$ cat src/rtl/flash_prog_pkg.sv
// Package: shared types for the flash byte program sequencer.
// Assumes: data bytes are 8 bits wide.
package flash_prog_pkg;
    typedef logic [7:0] byte_t;

    typedef enum logic [1:0] {
        ST_IDLE  = 2'd0,
        ST_PULSE = 2'd1,
        ST_READ  = 2'd2,
        ST_CMP   = 2'd3
    } seq_state_t;
endpackage

$ cat src/rtl/fps_cmd_arm.sv
// Module: tracks the two-step command handshake.
// A set-up strobe arms the block. Any other strobe disarms it.
// A program strobe seen while armed produces a one-cycle start.
// Assumes: at most one strobe per cycle; all strobes are dropped while busy.
module fps_cmd_arm (
    input  logic clk,
    input  logic rst_n,
    input  logic busy,
    input  logic cmd_setup,
    input  logic cmd_program,
    input  logic cmd_reset,
    output logic start,
    output logic clr_fail
);
    logic armed_q;
    logic any_cmd;

    // Any strobe counts as the next command while idle.
    assign any_cmd  = cmd_setup | cmd_program | cmd_reset;
    assign start    = cmd_program & armed_q & ~busy;
    assign clr_fail = cmd_reset & ~busy;

    // Arm on set-up; clear on any other accepted command.
    always_ff @(posedge clk) begin
        if (!rst_n) begin
            armed_q <= 1'b0;
        end else if (!busy && any_cmd) begin
            armed_q <= cmd_setup;
        end
    end
endmodule

$ cat src/rtl/fps_pulse_timer.sv
// Module: times the programming pulse in clock cycles.
// done is high in the last cycle of a pulse of PULSE_CYCLES clocks.
// Assumes: run stays high from the first pulse cycle through done.
module fps_pulse_timer #(
    parameter int PULSE_CYCLES = 8
) (
    input  logic clk,
    input  logic rst_n,
    input  logic run,
    output logic done
);
    localparam int CW = $clog2(PULSE_CYCLES + 1);
    localparam logic [CW-1:0] LAST = CW'(PULSE_CYCLES - 1);

    logic [CW-1:0] cnt_q;

    assign done = run && (cnt_q == LAST);

    // Count pulse cycles; hold at zero outside a pulse.
    always_ff @(posedge clk) begin
        if (!rst_n || !run || done) begin
            cnt_q <= '0;
        end else begin
            cnt_q <= cnt_q + 1'b1;
        end
    end
endmodule

$ cat src/rtl/fps_pass_counter.sv
// Module: counts failed pulse-and-verify passes of one operation.
// last is high while the current pass is the final one allowed.
// Assumes: clr is pulsed at operation start; inc only on a mismatch.
module fps_pass_counter #(
    parameter int MAX_PASSES = 25
) (
    input  logic clk,
    input  logic rst_n,
    input  logic clr,
    input  logic inc,
    output logic last
);
    localparam int CW = $clog2(MAX_PASSES + 1);
    localparam logic [CW-1:0] FINAL = CW'(MAX_PASSES - 1);

    logic [CW-1:0] cnt_q;

    assign last = (cnt_q == FINAL);

    // Restart at operation start, advance once per failed pass.
    always_ff @(posedge clk) begin
        if (!rst_n || clr) begin
            cnt_q <= '0;
        end else if (inc && !last) begin
            cnt_q <= cnt_q + 1'b1;
        end
    end
endmodule

$ cat src/rtl/flash_prog_seq.sv
// Module: top of the flash byte program sequencer.
// Sequence: PULSE (PULSE_CYCLES clocks), then READ (1 clock), then
// CMP (1 clock). CMP either finishes the operation or starts a new pass.
// Assumes: the array read port returns data one clock after arr_rd.
module flash_prog_seq
    import flash_prog_pkg::*;
#(
    parameter int ADDR_W       = 4,
    parameter int PULSE_CYCLES = 8,
    parameter int MAX_PASSES   = 25
) (
    input  logic              clk,
    input  logic              rst_n,
    input  logic              cmd_setup,
    input  logic              cmd_program,
    input  logic              cmd_reset,
    input  logic [ADDR_W-1:0] cmd_addr,
    input  logic [7:0]        cmd_data,
    output logic [ADDR_W-1:0] arr_addr,
    output logic [7:0]        arr_wdata,
    output logic              arr_pulse,
    output logic              arr_rd,
    input  logic [7:0]        arr_rdata,
    output logic              busy,
    output logic              fail,
    output logic [7:0]        poll_data
);
    localparam byte_t ERASED = 8'hFF;

    seq_state_t        state_q;
    logic [ADDR_W-1:0] tgt_addr_q;
    byte_t             tgt_data_q;
    byte_t             result_q;
    logic              fail_q;
    logic              start;
    logic              clr_fail;
    logic              tmr_done;
    logic              last_pass;
    logic              match;
    logic              mismatch;

    assign busy      = (state_q != ST_IDLE);
    assign arr_pulse = (state_q == ST_PULSE);
    assign arr_rd    = (state_q == ST_READ);
    assign arr_addr  = tgt_addr_q;
    assign arr_wdata = tgt_data_q;
    assign fail      = fail_q;
    assign match     = (state_q == ST_CMP) && (arr_rdata == tgt_data_q);
    assign mismatch  = (state_q == ST_CMP) && (arr_rdata != tgt_data_q);
    assign poll_data = busy ? {~tgt_data_q[7], 7'b0} : result_q;

    fps_cmd_arm u_arm (
        .clk         (clk),
        .rst_n       (rst_n),
        .busy        (busy),
        .cmd_setup   (cmd_setup),
        .cmd_program (cmd_program),
        .cmd_reset   (cmd_reset),
        .start       (start),
        .clr_fail    (clr_fail)
    );

    fps_pulse_timer #(.PULSE_CYCLES(PULSE_CYCLES)) u_timer (
        .clk   (clk),
        .rst_n (rst_n),
        .run   (arr_pulse),
        .done  (tmr_done)
    );

    fps_pass_counter #(.MAX_PASSES(MAX_PASSES)) u_passes (
        .clk   (clk),
        .rst_n (rst_n),
        .clr   (start),
        .inc   (mismatch),
        .last  (last_pass)
    );

    // Main sequence: latch the target, pulse, read, compare, loop.
    always_ff @(posedge clk) begin
        if (!rst_n) begin
            state_q    <= ST_IDLE;
            tgt_addr_q <= '0;
            tgt_data_q <= '0;
            result_q   <= ERASED;
        end else begin
            unique case (state_q)
                ST_IDLE: begin
                    if (start) begin
                        tgt_addr_q <= cmd_addr;
                        tgt_data_q <= cmd_data;
                        state_q    <= ST_PULSE;
                    end
                end
                ST_PULSE: begin
                    if (tmr_done) state_q <= ST_READ;
                end
                ST_READ: begin
                    state_q <= ST_CMP;
                end
                ST_CMP: begin
                    if (match || last_pass) begin
                        result_q <= arr_rdata;
                        state_q  <= ST_IDLE;
                    end else begin
                        state_q  <= ST_PULSE;
                    end
                end
                default: state_q <= ST_IDLE;
            endcase
        end
    end

    // Sticky failure flag: set when passes run out, cleared by reset command.
    always_ff @(posedge clk) begin
        if (!rst_n) begin
            fail_q <= 1'b0;
        end else if (mismatch && last_pass) begin
            fail_q <= 1'b1;
        end else if (clr_fail) begin
            fail_q <= 1'b0;
        end
    end
endmodule

$ cat config.mk
export PLATFORM = sky130hd
export DESIGN_NAME = flash_prog_seq
export DESIGN_NICKNAME = d
export VERILOG_FILES = /design/src/rtl/flash_prog_pkg.sv /design/src/rtl/fps_cmd_arm.sv /design/src/rtl/fps_pulse_timer.sv /design/src/rtl/fps_pass_counter.sv /design/src/rtl/flash_prog_seq.sv
export SDC_FILE = /design/constraint.sdc
export NUM_CORES = 1
export LEC_CHECK = 0
export BUFFER_PORTS_ARGS = -buffer_cell sky130_fd_sc_hd__buf_2
export CORE_ASPECT_RATIO = 1.75
export CORE_MARGIN = 5
export CORE_UTILIZATION = 30
export CTS_BUF_LIST = sky130_fd_sc_hd__clkbuf_16
export DETAILED_ROUTE_END_ITERATION = 16
export PLACE_DENSITY = 0.51
export SLEW_MARGIN = 20
export SYNTH_ARGS = -nofsm -noshare
export SYNTH_HDL_FRONTEND = slang
export SYNTH_SLANG_ARGS = --single-unit
$ cat constraint.sdc
create_clock -name clk -period 3.7 [get_ports clk]
set_input_delay 0.74 -clock clk [delete_from_list [all_inputs] [get_ports clk]]
set_output_delay 0.74 -clock clk [all_outputs]
set_load 0.05 [all_outputs]
# [Word level (Yosys, flattened, before mapping)]
# Cells that the tools add are included.
[totals] ff_bits=33 inputBits=25 out_inout_bits=24 wordCells=53
[op_classes] addsub=2 eq_ne=9 mux=7 bitwise=7 n_reduce_logical=20
[ops] operator="equality test 8 bit" count=1
[ops] operator="two-way mux 8 bit" count=1
[ops] operator="inequality test 8 bit" count=1
[ops] operator="one-hot mux 2 bit (4 select lines)" count=1
[ops] operator="logical AND 1 bit" count=6
[ops] operator="AND reduction 2 bit" count=3
[ops] operator="adder 5 x 1 -> 5 bit (second input constant)" count=1
[ops] operator="equality test 5 bit (second input constant)" count=1
[ops] operator="adder 4 x 1 -> 4 bit (second input constant)" count=1
[ops] operator="equality test 2 bit (second input constant)" count=2
[ops] operator="equality test 4 x 3 -> 1 bit (second input constant)" count=1
[ops] operator="logical NOT 1 bit" count=4
[ops] operator="logical OR 1 bit" count=4
[ops] operator="two-way mux 2 bit" count=2
[ops] operator="nonzero test 2 bit" count=2
[ops] operator="AND 1 bit" count=3
[ops] operator="two-way mux 1 bit" count=3
[ops] operator="equality test 2 x 1 -> 1 bit (second input constant)" count=1
[ops] operator="logical NOT 2 bit" count=1
[ops] operator="inequality test 2 x 1 -> 1 bit (second input constant)" count=1
[ops] operator="inequality test 2 bit (second input constant)" count=1
[ops] operator="NOT 1 bit" count=2
[ops] operator="OR 1 bit" count=2

# [Depth between registers and ports, before layout]
[logic_depth] depth_word=5 depth_mapped=7 depth_no_buf=6

# [Modules after synthesis]
# A second synthesis with hierarchy kept.
[hier_totals] cells_unflattened=205 hier_area_um2=1810.5
[by_module_without_submodules] module="flash_prog_seq" instances=1 cells_per_inst=154 area_each_um2=1317.5 seq_area_each_um2=460.4
[by_module_without_submodules] module="fps_pass_counter" instances=1 cells_per_inst=28 area_each_um2=266.5 seq_area_each_um2=100.1
[by_module_without_submodules] module="fps_pulse_timer" instances=1 cells_per_inst=17 area_each_um2=163.9 seq_area_each_um2=80.1
[by_module_without_submodules] module="fps_cmd_arm" instances=1 cells_per_inst=6 area_each_um2=62.6 seq_area_each_um2=20.0

# [Least setup slack after synthesis]
# Ideal clock, no wire load.
[synth_timing] kind="reg2out" from="reg state_q[0]" to="out poll_data[7]" arrival_ns=1.977 required_time_ns=2.960 path_slack_ns=0.983 path_stages_with_launch=5 path_buffers=0 path_cell_list="dfxtp_1 -> inv_1 -> ha_1 -> inv_1 -> mux2i_1"
[synth_via] elab_chain_cells=2
[synth_lines] element="start, declared" line_no="flash_prog_seq.sv:30" source="seq_state_t state_q;"
[synth_lines] element="start signal, assigned" line_no="flash_prog_seq.sv:81" source="state_q <= ST_IDLE;"
[synth_lines] element="start signal, assigned" line_no="flash_prog_seq.sv:91" source="state_q <= ST_PULSE;"
[synth_lines] element="start signal, assigned" line_no="flash_prog_seq.sv:95" source="if (tmr_done) state_q <= ST_READ;"
[synth_lines] element="nonzero test 2 bit" line_no="flash_prog_seq.sv:42" source="assign busy = (state_q != ST_IDLE);"
[synth_lines] element="net busy" line_no="flash_prog_seq.sv:24" source="output logic busy,"
[synth_lines] element="two-way mux 8 bit" line_no="flash_prog_seq.sv:50" source="assign poll_data = busy ? {~tgt_data_q[7], 7'b0} : result_q;"
[synth_lines] element="end, declared" line_no="flash_prog_seq.sv:26" source="output logic [7:0] poll_data"
# The timed path passes the listed nets, and every way through them passes these cells.

# [Final worst setup path]
[layout_timing] from="reg state_q[0]" to="out poll_data[7]"
[layout_via] elab_chain_cells=2
[layout_lines] element="nonzero test 2 bit" line_no="flash_prog_seq.sv:42"
[layout_lines] element="two-way mux 8 bit" line_no="flash_prog_seq.sv:50"
# Every way passes these cells.

==> flow_summary_export.csv <==
group,metric,value,unit
die,num_io_pins,49,
sta,relSlewSlack,0.487,
final_layout,final_common_cell,"buf_2",
synthesis,ys_seq_area_frac,0.360,
setup_path,path_class,"register to primary output",
clock_tree,cts.clk_slew.worst_paths,0.05,ns
clock_tree,cts.sinks,33,
routing,post-route-drc-count,0,
setup_path,cp_max_fo,13,
die,start_util,0.310,
clock_tree,cts_buffers,5,
placed_design,dp.cells,341,
synthesis,synth_top_family_by_area,"simple AND/OR/NAND/NOR gates",
grt,grt_pass1_vias,1701,
synthesis,synthCells,228,
clock_tree,clkLatencyLatePin,0.27,ns
setup_path,r2r_setup_slack,1.61,ns
sta,fmax,0.396,GHz
grt,grt_max_degree,43,
synthesis,synth_simple_gate_area_share,0.314,
sta,tightestPinTransition,0.766,ns
pwr,ir_drop,0.000402,V
placed_design,io_buffers,48,
grt,grt_pass1_wl,7.91,mm
synthesis,ys_warn_count,0,
final_layout,drive_above_1_share,0.215,
sta,final.setup.tns,0,ns
final_layout,final_nets,302,
synthesis,synth_area,0.00184,mm^2
routing,drtIter0Drc,69,
setup_path,critical_path_required,2.96,ns
die,die_w,69.2,um
synthesis,ys.flop_type,"dfxtp_1",
synthesis,synth.avg_cell_area,8.06,um^2
synthesis,synth_seq_cells,33,
grt,track_usage,0.124,
sta,min_period,2.53,ns
final_layout,stdcell_count,348,
die,die_area,0.00785,mm^2
final_layout,fillers,686,
die,rows,37,
sta,timing.final.max_slew_violations,0,
placed_design,place_congestion,0.745,
synthesis,synth_compound_area_frac,0.142,
final_layout,multi_input_area,0.00108,mm^2
sta,hold_violations,0,
die,die_y,114,um
routing,dr.pass1.iters,4,
clock_tree,cts-hold-fix-buffers,0,
routing,routed_wl,4.76,mm
clock_tree,post-cts-setup-buffers,0,
clock_tree,ctsRootBufferMaster,"clkbuf_16",
run_status,outcome,"complete, no violations",
clock_tree,cts_buffer_depth,2,
setup_path,critPathLaunchType,"register",
routing,num_vias,1656,
setup_path,cp-end-kind,"primary output",
routing,vias_per_cell,4.76,
final_layout,n_antenna_cell,0,
grt,grt-ovfl-total,0,
pwr,p_leak,0.864,nW
setup_path,cp_data_arrival_time,1.79,ns
final_layout,seq_area,661,um^2
sta,finClkSkew,0.00520,ns
routing,wl_per_cell,13.7,um
routing,drtAntennaViolNets,0,
synthesis,synth_edf_count,0,
clock_tree,cts_resized,0,
run,maxCapViolCount,0,
synthesis,synth_fa_ha_area_frac,0.0477,
synthesis,syn-num-nets,260,
placed_design,dp_hpwl,3.61,mm
clock_tree,cts_tree,"done",
sta,finalSetupViolations,0,
worst_hold_path,hold_path.class,"register to register",
synthesis,async_flop_share,0,
final_layout,post-route-util,0.379,
synthesis,synthXorXnorAreaFrac,0.0477,
pwr,power.density,627,mW/mm^2
grt,antenna_found_initial,0,
synthesis,synth_mux_area_frac,0.0381,
sta,fin_crit_sh,0.683,
synthesis,ys_types,31,
sta,rsz0062_at_grt,"false",
final_layout,final_cell_mix,"buf_2, nand2_1, dfxtp_1",
die,core,0.00593,mm^2
final_layout,synthToLayoutAreaGrowth,22.2,%
clock_tree,h-tree-depth,2,
through the flow:
stage                     setup slack [ns]  power (mW)  hold slack [ns]  instance area (um^2)
after global placement                1.49        1.05            0.435                  2110
final                                 1.17        1.41            0.445                  2240
after CTS                             1.14        1.43            0.447                  2240
after global routing                  1.05        1.48            0.462                  2240
after floorplan                      0.983       0.907            0.418                  1840
after detailed placement              1.46        1.05            0.440                  2110
layer usage:
metal / up-vias / GRT usage / share of wire
li1: 861 / - / -
met1: 751 / 0.127 / 0.39
met2: 36 / 0.235 / 0.54
met3: 8 / 0.0317 / 0.048
met4: 0 / 0.0522 / 0.021
met5: - / 0 / 0
registers in the layout (all words and copies together), names as in the netlist:
name            flops
u_arm.armed_q       1
state_q             2
arr_wdata           8
u_passes.cnt_q      5
fail                1
arr_addr            4
u_timer.cnt_q       4
result_q            8
synth_stat cells, types with 2 or more instances:
master | count | share of area
and4_1 | 2 | 0.0095
nand4_1 | 2 | 0.0068
ha_1 | 7 | 0.048
clkbuf_1 | 9 | 0.018
dfxtp_1 | 33 | 0.36
a22oi_1 | 2 | 0.0082
xnor2_1 | 9 | 0.043
nand4_2 | 2 | 0.014
a21boi_0 | 14 | 0.057
a21oi_1 | 10 | 0.027
nand3_1 | 6 | 0.016
nor2_1 | 12 | 0.025
buf_2 | 2 | 0.0054
nor2b_1 | 2 | 0.0068
nor3_1 | 16 | 0.044
nand2b_1 | 3 | 0.010
o21ai_0 | 9 | 0.025
nand2_1 | 40 | 0.082
inv_1 | 8 | 0.016
nand3b_1 | 16 | 0.065
and2_1 | 8 | 0.027
mux2i_1 | 7 | 0.038
critical path, stage by stage, from the launching register on:
cell and delay, ns:
dfxtp_1 0.40, inv_1 0.09, ha_1 0.34, inv_1 0.19, mux2i_1 0.21, buf_2 0.29
power by group:
| part | internal, mW | switching, mW |
|---|---|---|
| registers | 0.384 | 0.0243 |
| clock network | 0.240 | 0.140 |
| logic | 0.157 | 0.462 |
cell type report:
cell class              count  area share
clock inverters             2     0.00334
well taps                  78      0.0435
clock buffers               5      0.0557
inverters                   8      0.0134
multi-input cells         174       0.483
repair buffers             48       0.107
flip-flops and latches     33       0.294
path summary, 6_finish.rpt:
check / end / start / cells past startpoint
setup reg to reg: u_passes.cnt_q[0] / state_q[0] / 6
hold / removal: u_timer.cnt_q[0] / u_timer.cnt_q[0] / 1
setup / recovery: poll_data[7] / state_q[0] / 5
hold reg to reg: u_timer.cnt_q[0] / u_timer.cnt_q[0] / 1
logic make-up (layout without fill, tap and decap cells):
kind of cell / Yosys count / count (layout)
simple gates: 110 / 110
xor+xnor: 10 / 10
fa+ha+maj: 7 / 7
compound gates: 40 / 40
flops: 33 / 33
buf+inv: 21 / 63
mux: 7 / 7
No activity file was read; power rests on OpenSTA's default activity.
